**src/rtl/ext_irq_detect.sv**
```systemverilog
module ext_irq_detect #(
  parameter int NUM_LINES = 24,
  parameter int DIRECT = 4,
  parameter int LO_END = 7,
  parameter int LINES_PER_REG = 8,
  parameter int FIELD_STRIDE = 4,
  parameter int ADDR_W = 8,
  parameter int DATA_W = 32,
  parameter logic [ADDR_W-1:0] PEND_OFS = 'h08,
  parameter logic [ADDR_W-1:0] MASK_OFS = 'hA4,
  parameter logic [ADDR_W-1:0] TRIG_BASE = 'h88
) (
  input  logic              clk,
  input  logic              rst_n,
  input  logic [NUM_LINES-1:0] pin_i,
  input  logic [ADDR_W-1:0] reg_addr,
  input  logic              reg_wr,
  input  logic [DATA_W-1:0] reg_wdata,
  output logic [DATA_W-1:0] reg_rdata,
  output logic [DIRECT-1:0] direct_req_o,
  output logic              grp_lo_req_o,
  output logic              grp_hi_req_o
);
  localparam logic [NUM_LINES-1:0] ALL_ONES = {NUM_LINES{1'b1}};
  localparam logic [NUM_LINES-1:0] LATCH_BITS = ALL_ONES << DIRECT;
  localparam logic [NUM_LINES-1:0] LO_BITS = LATCH_BITS & (ALL_ONES >> (NUM_LINES - 1 - LO_END));
  localparam logic [NUM_LINES-1:0] HI_BITS = LATCH_BITS & ~LO_BITS;

  logic [NUM_LINES-1:0] sync1, sync2, prev;
  logic [NUM_LINES-1:0] hit, pend_q, mask_q, clr;
  logic [3*NUM_LINES-1:0] mode_q;
  logic unused_wdata;

  assign unused_wdata = ^reg_wdata[DATA_W-1:NUM_LINES];

  always_ff @(posedge clk or negedge rst_n) begin
    if (!rst_n) begin
      sync1 <= '0;
      sync2 <= '0;
      prev  <= '0;
    end else begin
      sync1 <= pin_i;
      sync2 <= sync1;
      prev  <= sync2;
    end
  end

  always_ff @(posedge clk or negedge rst_n) begin
    if (!rst_n) begin
      mode_q <= '0;
    end else if (reg_wr) begin
      for (int i = 0; i < NUM_LINES; i++) begin
        if (reg_addr == TRIG_BASE + ADDR_W'(4 * (i / LINES_PER_REG)))
          mode_q[3*i +: 3] <= reg_wdata[FIELD_STRIDE*(i % LINES_PER_REG) +: 3];
      end
    end
  end

  for (genvar g = 0; g < NUM_LINES; g++) begin : g_line
    logic [2:0] md;
    assign md = mode_q[3*g +: 3];
    assign hit[g] = (md == 3'b000)      ? ~sync2[g] :
                    (md == 3'b001)      ?  sync2[g] :
                    (md[2:1] == 2'b01)  ? (prev[g] & ~sync2[g]) :
                    (md[2:1] == 2'b10)  ? (~prev[g] & sync2[g]) :
                                          (prev[g] ^ sync2[g]);
  end

  assign clr = (reg_wr && reg_addr == PEND_OFS) ? reg_wdata[NUM_LINES-1:0] : '0;

  always_ff @(posedge clk or negedge rst_n) begin
    if (!rst_n) begin
      pend_q <= '0;
      mask_q <= LATCH_BITS;
    end else begin
      pend_q <= ((pend_q & ~clr) | hit) & LATCH_BITS;
      if (reg_wr && reg_addr == MASK_OFS)
        mask_q <= reg_wdata[NUM_LINES-1:0] & LATCH_BITS;
    end
  end

  always_comb begin
    reg_rdata = '0;
    if (reg_addr == PEND_OFS) reg_rdata[NUM_LINES-1:0] = pend_q;
    if (reg_addr == MASK_OFS) reg_rdata[NUM_LINES-1:0] = mask_q;
    for (int i = 0; i < NUM_LINES; i++) begin
      if (reg_addr == TRIG_BASE + ADDR_W'(4 * (i / LINES_PER_REG)))
        reg_rdata[FIELD_STRIDE*(i % LINES_PER_REG) +: 3] = mode_q[3*i +: 3];
    end
  end

  assign direct_req_o = hit[DIRECT-1:0];
  assign grp_lo_req_o = |(pend_q & ~mask_q & LO_BITS);
  assign grp_hi_req_o = |(pend_q & ~mask_q & HI_BITS);
endmodule

```
**config.mk**
```make
export PLATFORM = sky130hd
export DESIGN_NAME = ext_irq_detect
export DESIGN_NICKNAME = d
export VERILOG_FILES = /design/src/rtl/ext_irq_detect.sv
export SDC_FILE = /design/constraint.sdc
export NUM_CORES = 1
export LEC_CHECK = 0
export ABC_CLOCK_PERIOD_IN_PS = 4300
export BUFFER_PORTS_ARGS = -buffer_cell sky130_fd_sc_hd__buf_2
export CELL_PAD_IN_SITES_DETAIL_PLACEMENT = 0
export CELL_PAD_IN_SITES_GLOBAL_PLACEMENT = 1
export CORE_MARGIN = 10
export CORE_UTILIZATION = 40
export CTS_CLUSTER_SIZE = 20
export DETAILED_ROUTE_END_ITERATION = 8
export PLACE_DENSITY_LB_ADDON = 0.1
export SYNTH_ARGS = -nofsm -noshare
export SYNTH_HDL_FRONTEND = slang
export SYNTH_SLANG_ARGS = --single-unit
```
**constraint.sdc**
```tcl
create_clock -name clk -period 4.3 [get_ports clk]
set_input_delay 0.43 -clock clk [delete_from_list [all_inputs] [get_ports clk]]
set_output_delay 0.43 -clock clk [all_outputs]
set_load 0.05 [all_outputs]
```
Word-level counts from Yosys, hierarchy flattened
Index checks and enable logic that the tools add are counted.

Output and inout port bits: 38. Register bits: 184. Word-level logic and storage cells: 364.

Equality and inequality tests: 77. Bitwise operators: 125. Multiplexer cells: 123. Reduce and logical (&&, ||, !) cells: 31.

Operators by type and width (count): $mux 1 (96); $eq 3x1->1 const B (24); $logic_not 3->1 (24); $mux 24 (3); $mux 3 (24); $and 1x1->1 (48); $and 24x24->24 (2); $eq 2x1->1 const B (24); $eq 2x2->1 const B (24); $not 1->1 (48); $not 24->24 (2); $eq 8x8->1 const B (4); $or 24x24->24 (1); $xor 1x1->1 (24); $reduce_or 16->1 (1); $eq 8x4->1 const B (1); $reduce_and 2->1 (3); $reduce_or 4->1 (1); $logic_and 1x1->1 (2).

Longest topological paths before layout
Depth in word-level cells: 7. Gate-level depth with buffers: 7. Depth with buffers taken out: 5.

Worst setup path before layout
OpenSTA, ideal clock, no wires.

Path type: input to output. Start point: input port reg_addr[2]. End point: output port reg_rdata[14]. Path slack: 1368 ps. Stages on the path: 7. Required time: 3870 ps. Arrival: 2502 ps. Path through: buf_2 > or3b_1 > clkbuf_1 > clkbuf_1 > o21ai_0 > a22oi_1 > o21ai_0.

Cells in the longest elaborated chain, start to end: 6. Elaborated cells between the ends (all ways): 10. Classes of those cells: 5 x eq/ne; 5 x mux.

RTL lines: from (decl) (RTL line 16) `input logic [ADDR_W-1:0] reg_addr,`; $eq 8x4->1 (RTL line 84) `if (reg_addr == PEND_OFS) reg_rdata[NUM_LINES-1:0] = pend_q;`; $mux 24 (RTL line 84); $mux 24 (RTL line 85) `if (reg_addr == MASK_OFS) reg_rdata[NUM_LINES-1:0] = mask_q;`; $mux 3 (2 in a row) (RTL line 87) `if (reg_addr == TRIG_BASE + ADDR_W'(4 * (i / LINES_PER_REG)))`; $mux 3 * (RTL line 87); to (decl) (RTL line 19) `output logic [DATA_W-1:0] reg_rdata,`.

Mark *: on every way between the ends. The rest lies on a longest branch, timed or not.

Worst setup path after layout
Start point: input port reg_addr[1]. End point: output port reg_rdata[25].

Cells in the longest elaborated chain, start to end: 4. Elaborated cells between the ends (all ways): 6. Classes of those cells: 3 x eq/ne; 3 x mux.

RTL lines (RTL line): $eq 8x8->1 (87); $mux 3 (2 in a row) (87); $mux 3 * (87).

Marked as above.

==> impl_metrics.tcl <==
set metrics [dict create \
    synth_top_cell_area_share 0.458 \
    cts_made_buffers 17 \
    core-area_sq_mm 0.0220 \
    rsz0062_at_grt "no" \
    async_reset_ff_frac 1.00 \
    cts.sinks 184 \
    synth_cell_types 48 \
    synth_compound_area_frac 0.110 \
    criticalPathCategory "in -> out" \
    met1Wirelength_microns 10800 \
    cts-htree-levels 4 \
    synth-seq-cells 184 \
    r2r_start "sync2[4]" \
    max_slew_margin 0.406 \
    critPathCaptureType "output port" \
    internal_power_mw 2.72 \
    clk_latency_ns 0.44 \
    muxShareOfSynthArea 0.155 \
    cp_max_fo 21 \
    start_kind "input pin" \
    slowest_stage "and2_2" \
    max-clock-path-buffers 2 \
    routed_via_density 5.27 \
    clkTransAtPathRegs_ns 0.08 \
    syn_inst 748 \
    dp_slack_ns 1.11 \
    cpLargestDelayFamily "simple AND/OR/NAND/NOR gates" \
    ys_warn_count 0 \
    worstPathArrival_ns 2.80 \
    die_w_microns 170 \
    status "finished clean" \
    cts_resized 0 \
    place_hpwl_microns 16600 \
    synth_top_family_by_area "multiplexers" \
    wl_microns 23100 \
    rows 54 \
    min_period_over_period 0.750 \
    setup_slack_ns 1.07 \
    initial_core_util 0.408 \
    p_seq_frac 0.506 \
    postCtsSetupBuffers 0 \
    cap_violations 0 \
    hold_class "in -> reg" \
    antenna_found_initial 0 \
    synth.area.top_cells "dfrtp_1 (46%), mux2_2 (9.0%), ha_1 (6.7%)" \
    cp_cell_sequence "buf_2 -> nor3_1 -> and2_2 -> nand3_1 -> o2bb2ai_1 -> buf_2" \
    synth-xor-area-share 0.0234 \
    grt_overflow 0 \
    wl_met2_microns 10900 \
    wl_per_cell_microns 20.3 \
    num_vias 6018 \
    drc 0 \
    clock.fmax_mhz 310 \
    grt.total_usage 0.164 \
    p_sw_mw 1.01 \
    cp-startpoint "reg_addr[1]" \
    power.leakage_nw 4.89 \
    crit_top_cell "buf_2" \
    min_from "pin_i[21]" \
    comb_power_share 0.090 \
    hold_viol_final 0 \
    die_y_microns 170 \
    io_pins 105 \
    cts_hold_buf 0 \
    port_buffers 98 \
    first_global_vias 6312 \
    synth_ff_type "dfrtp_1" \
    gp_congestion 0.843 \
    cts_tree "built" \
    top_layer_used "met4" \
    stdcell_count 1141 \
    diodes 0 \
    finalSetupTns_ns 0 \
    syn_to_final_growth_pct 14.5 \
    sw_frac_of_total 0.271 \
    grt_pass1_wl_microns 36500 \
    first_iter_violations 413 \
    synthAdderAreaFrac 0.0670 \
    avgSynthCellArea_sq_um 12.0 \
    grt_max_degree 111 \
    setup_viol 0 \
    crit_buf_inv 2 \
    pwr-share-clk 0.404 \
    ir_drop_mv 0.182 \
    wl_met3_microns 1160 \
    ys_seq_area_frac 0.516 \
    clock_skew_ns 0.00933 \
    period_needed_ns 3.23 \
    required_ns 3.87 \
    slowest_delay_ns 0.58 \
    firstDrtPassIters 5 \
    drive_above_1_share 0.308 \
    synth_area_sq_mm 0.00897 \
    final_nets 963 \
    root_buffer "clkbuf_16" \
    dieArea_sq_mm 0.0288 \
    slew_violations 0 \
    synth_edf_count 0 \
    post-place-cells 1109 \
    ant_nets 0 \
    synthSimpleGateAreaFrac 0.0741 \
    synth.largest_area_cell "dfrtp_1" \
    power.density_mw_per_mm2 363 \
    worstMarginPinSlew_ns 0.891 \
]
## logic make-up after synthesis
kind of cell / Yosys count
AO/OA/AOI/OAI: 140
multiplexers: 120
XOR/XNOR: 24
other: 1
adder cells (fa/ha/maj): 48
flip-flops: 184
buffers and inverters: 103
AND/OR/NAND/NOR: 128
## path summary, 6_finish.rpt
check	slack (ns)	to	depth (start not counted)
worst max-delay path	1.07	reg_rdata[25]	6
worst min-delay path	0.09	sync1[21]	1
worst max register to register	2.98	pend_q[4]	4
worst min register to register	0.35	sync2[10]	0
max in group asynchronous	3.23	mask_q[8]	2
min in group asynchronous	0.10	sync1[3]	1
## power by group through the flow
| stage | Clock, mW | Combinational, mW | Sequential [mW] |
|---|---|---|---|
| finish | 1.51 | 0.336 | 1.89 |
| global route | 1.62 | 0.380 | 1.90 |
| CTS | 1.55 | 0.342 | 1.89 |
| detailed placement | 0 | 0.340 | 1.92 |
| global placement | 0 | 0.332 | 1.91 |
| floorplan | 0 | 0.215 | 1.90 |
## flip-flops by register name, indices dropped and copies added (netlist names)
| signal | flops |
|---|---|
| pend_q | 20 |
| prev | 24 |
| sync2 | 24 |
| mode_q | 72 |
| sync1 | 24 |
| mask_q | 20 |
## through the flow
| step | cell area (sq um) | utilization | hold WS [ns] | power (mW) |
|---|---|---|---|---|
| floorplan | 8980 | - | 0.134 | 2.11 |
| global placement | 9710 | 0.442 | 0.332 | 2.25 |
| detailed placement | 9710 | 0.442 | 0.335 | 2.26 |
| CTS | 10300 | 0.468 | 0.0741 | 3.78 |
| global route | 10300 | 0.468 | 0.0731 | 3.89 |
| finish | 10300 | 0.468 | 0.0890 | 3.73 |
## final cells by class
type | count | area, sq um
Clock buffer | 18 | 429
Clock inverter | 14 | 125
Fill cell | 2008 | 11700
Inverter | 72 | 270
Multi-Input combinational cell | 463 | 3860
Sequential cell | 184 | 4630
Tap cell | 280 | 350
Timing Repair Buffer | 110 | 602
## routing by layer
| layer | up-vias | global-route usage |
|---|---|---|
| li1 | 2831 | - |
| met1 | 3010 | 0.222 |
| met2 | 160 | 0.259 |
| met3 | 17 | 0.0435 |
| met4 | 0 | 0.0347 |
| met5 | - | 0 |
## Yosys cell counts (2+ instances only)
cell,number
dfrtp_1,164
mux2_2,72
inv_1,71
nor2_1,58
ha_1,48
nand2_1,39
a21oi_1,32
mux2i_1,28
o21ai_0,21
a221o_1,20
dfstp_2,20
mux2_4,20
xnor2_1,20
a22oi_1,13
o221ai_1,13
buf_2,10
o21ai_1,10
o2bb2ai_1,9
buf_6,8
a22o_1,7
buf_4,7
clkbuf_1,6
a211oi_1,4
a221oi_1,4
nand4b_1,4
nor3_1,4
o22ai_1,4
xor2_1,4
a2111oi_0,3
nand3_1,3
nor4b_4,3
and2_1,2
nand3_2,2
## layout by cell type (no fill, tap or decap), drive strengths merged, types with 6 or more instances in the layout
cell,synthesis,routed
dfrtp,164,164
buf,25,109
mux2,92,92
inv,72,81
nor2,59,59
ha,48,48
nand2,39,39
a21oi,32,32
o21ai,31,31
mux2i,28,28
xnor2,20,20
a221o,20,20
dfstp,20,20
clkbuf,6,19
o221ai,13,13
a22oi,13,13
o2bb2ai,9,9
a22o,7,7
nand3,6,6
Power figures use the tool's default switching activity.
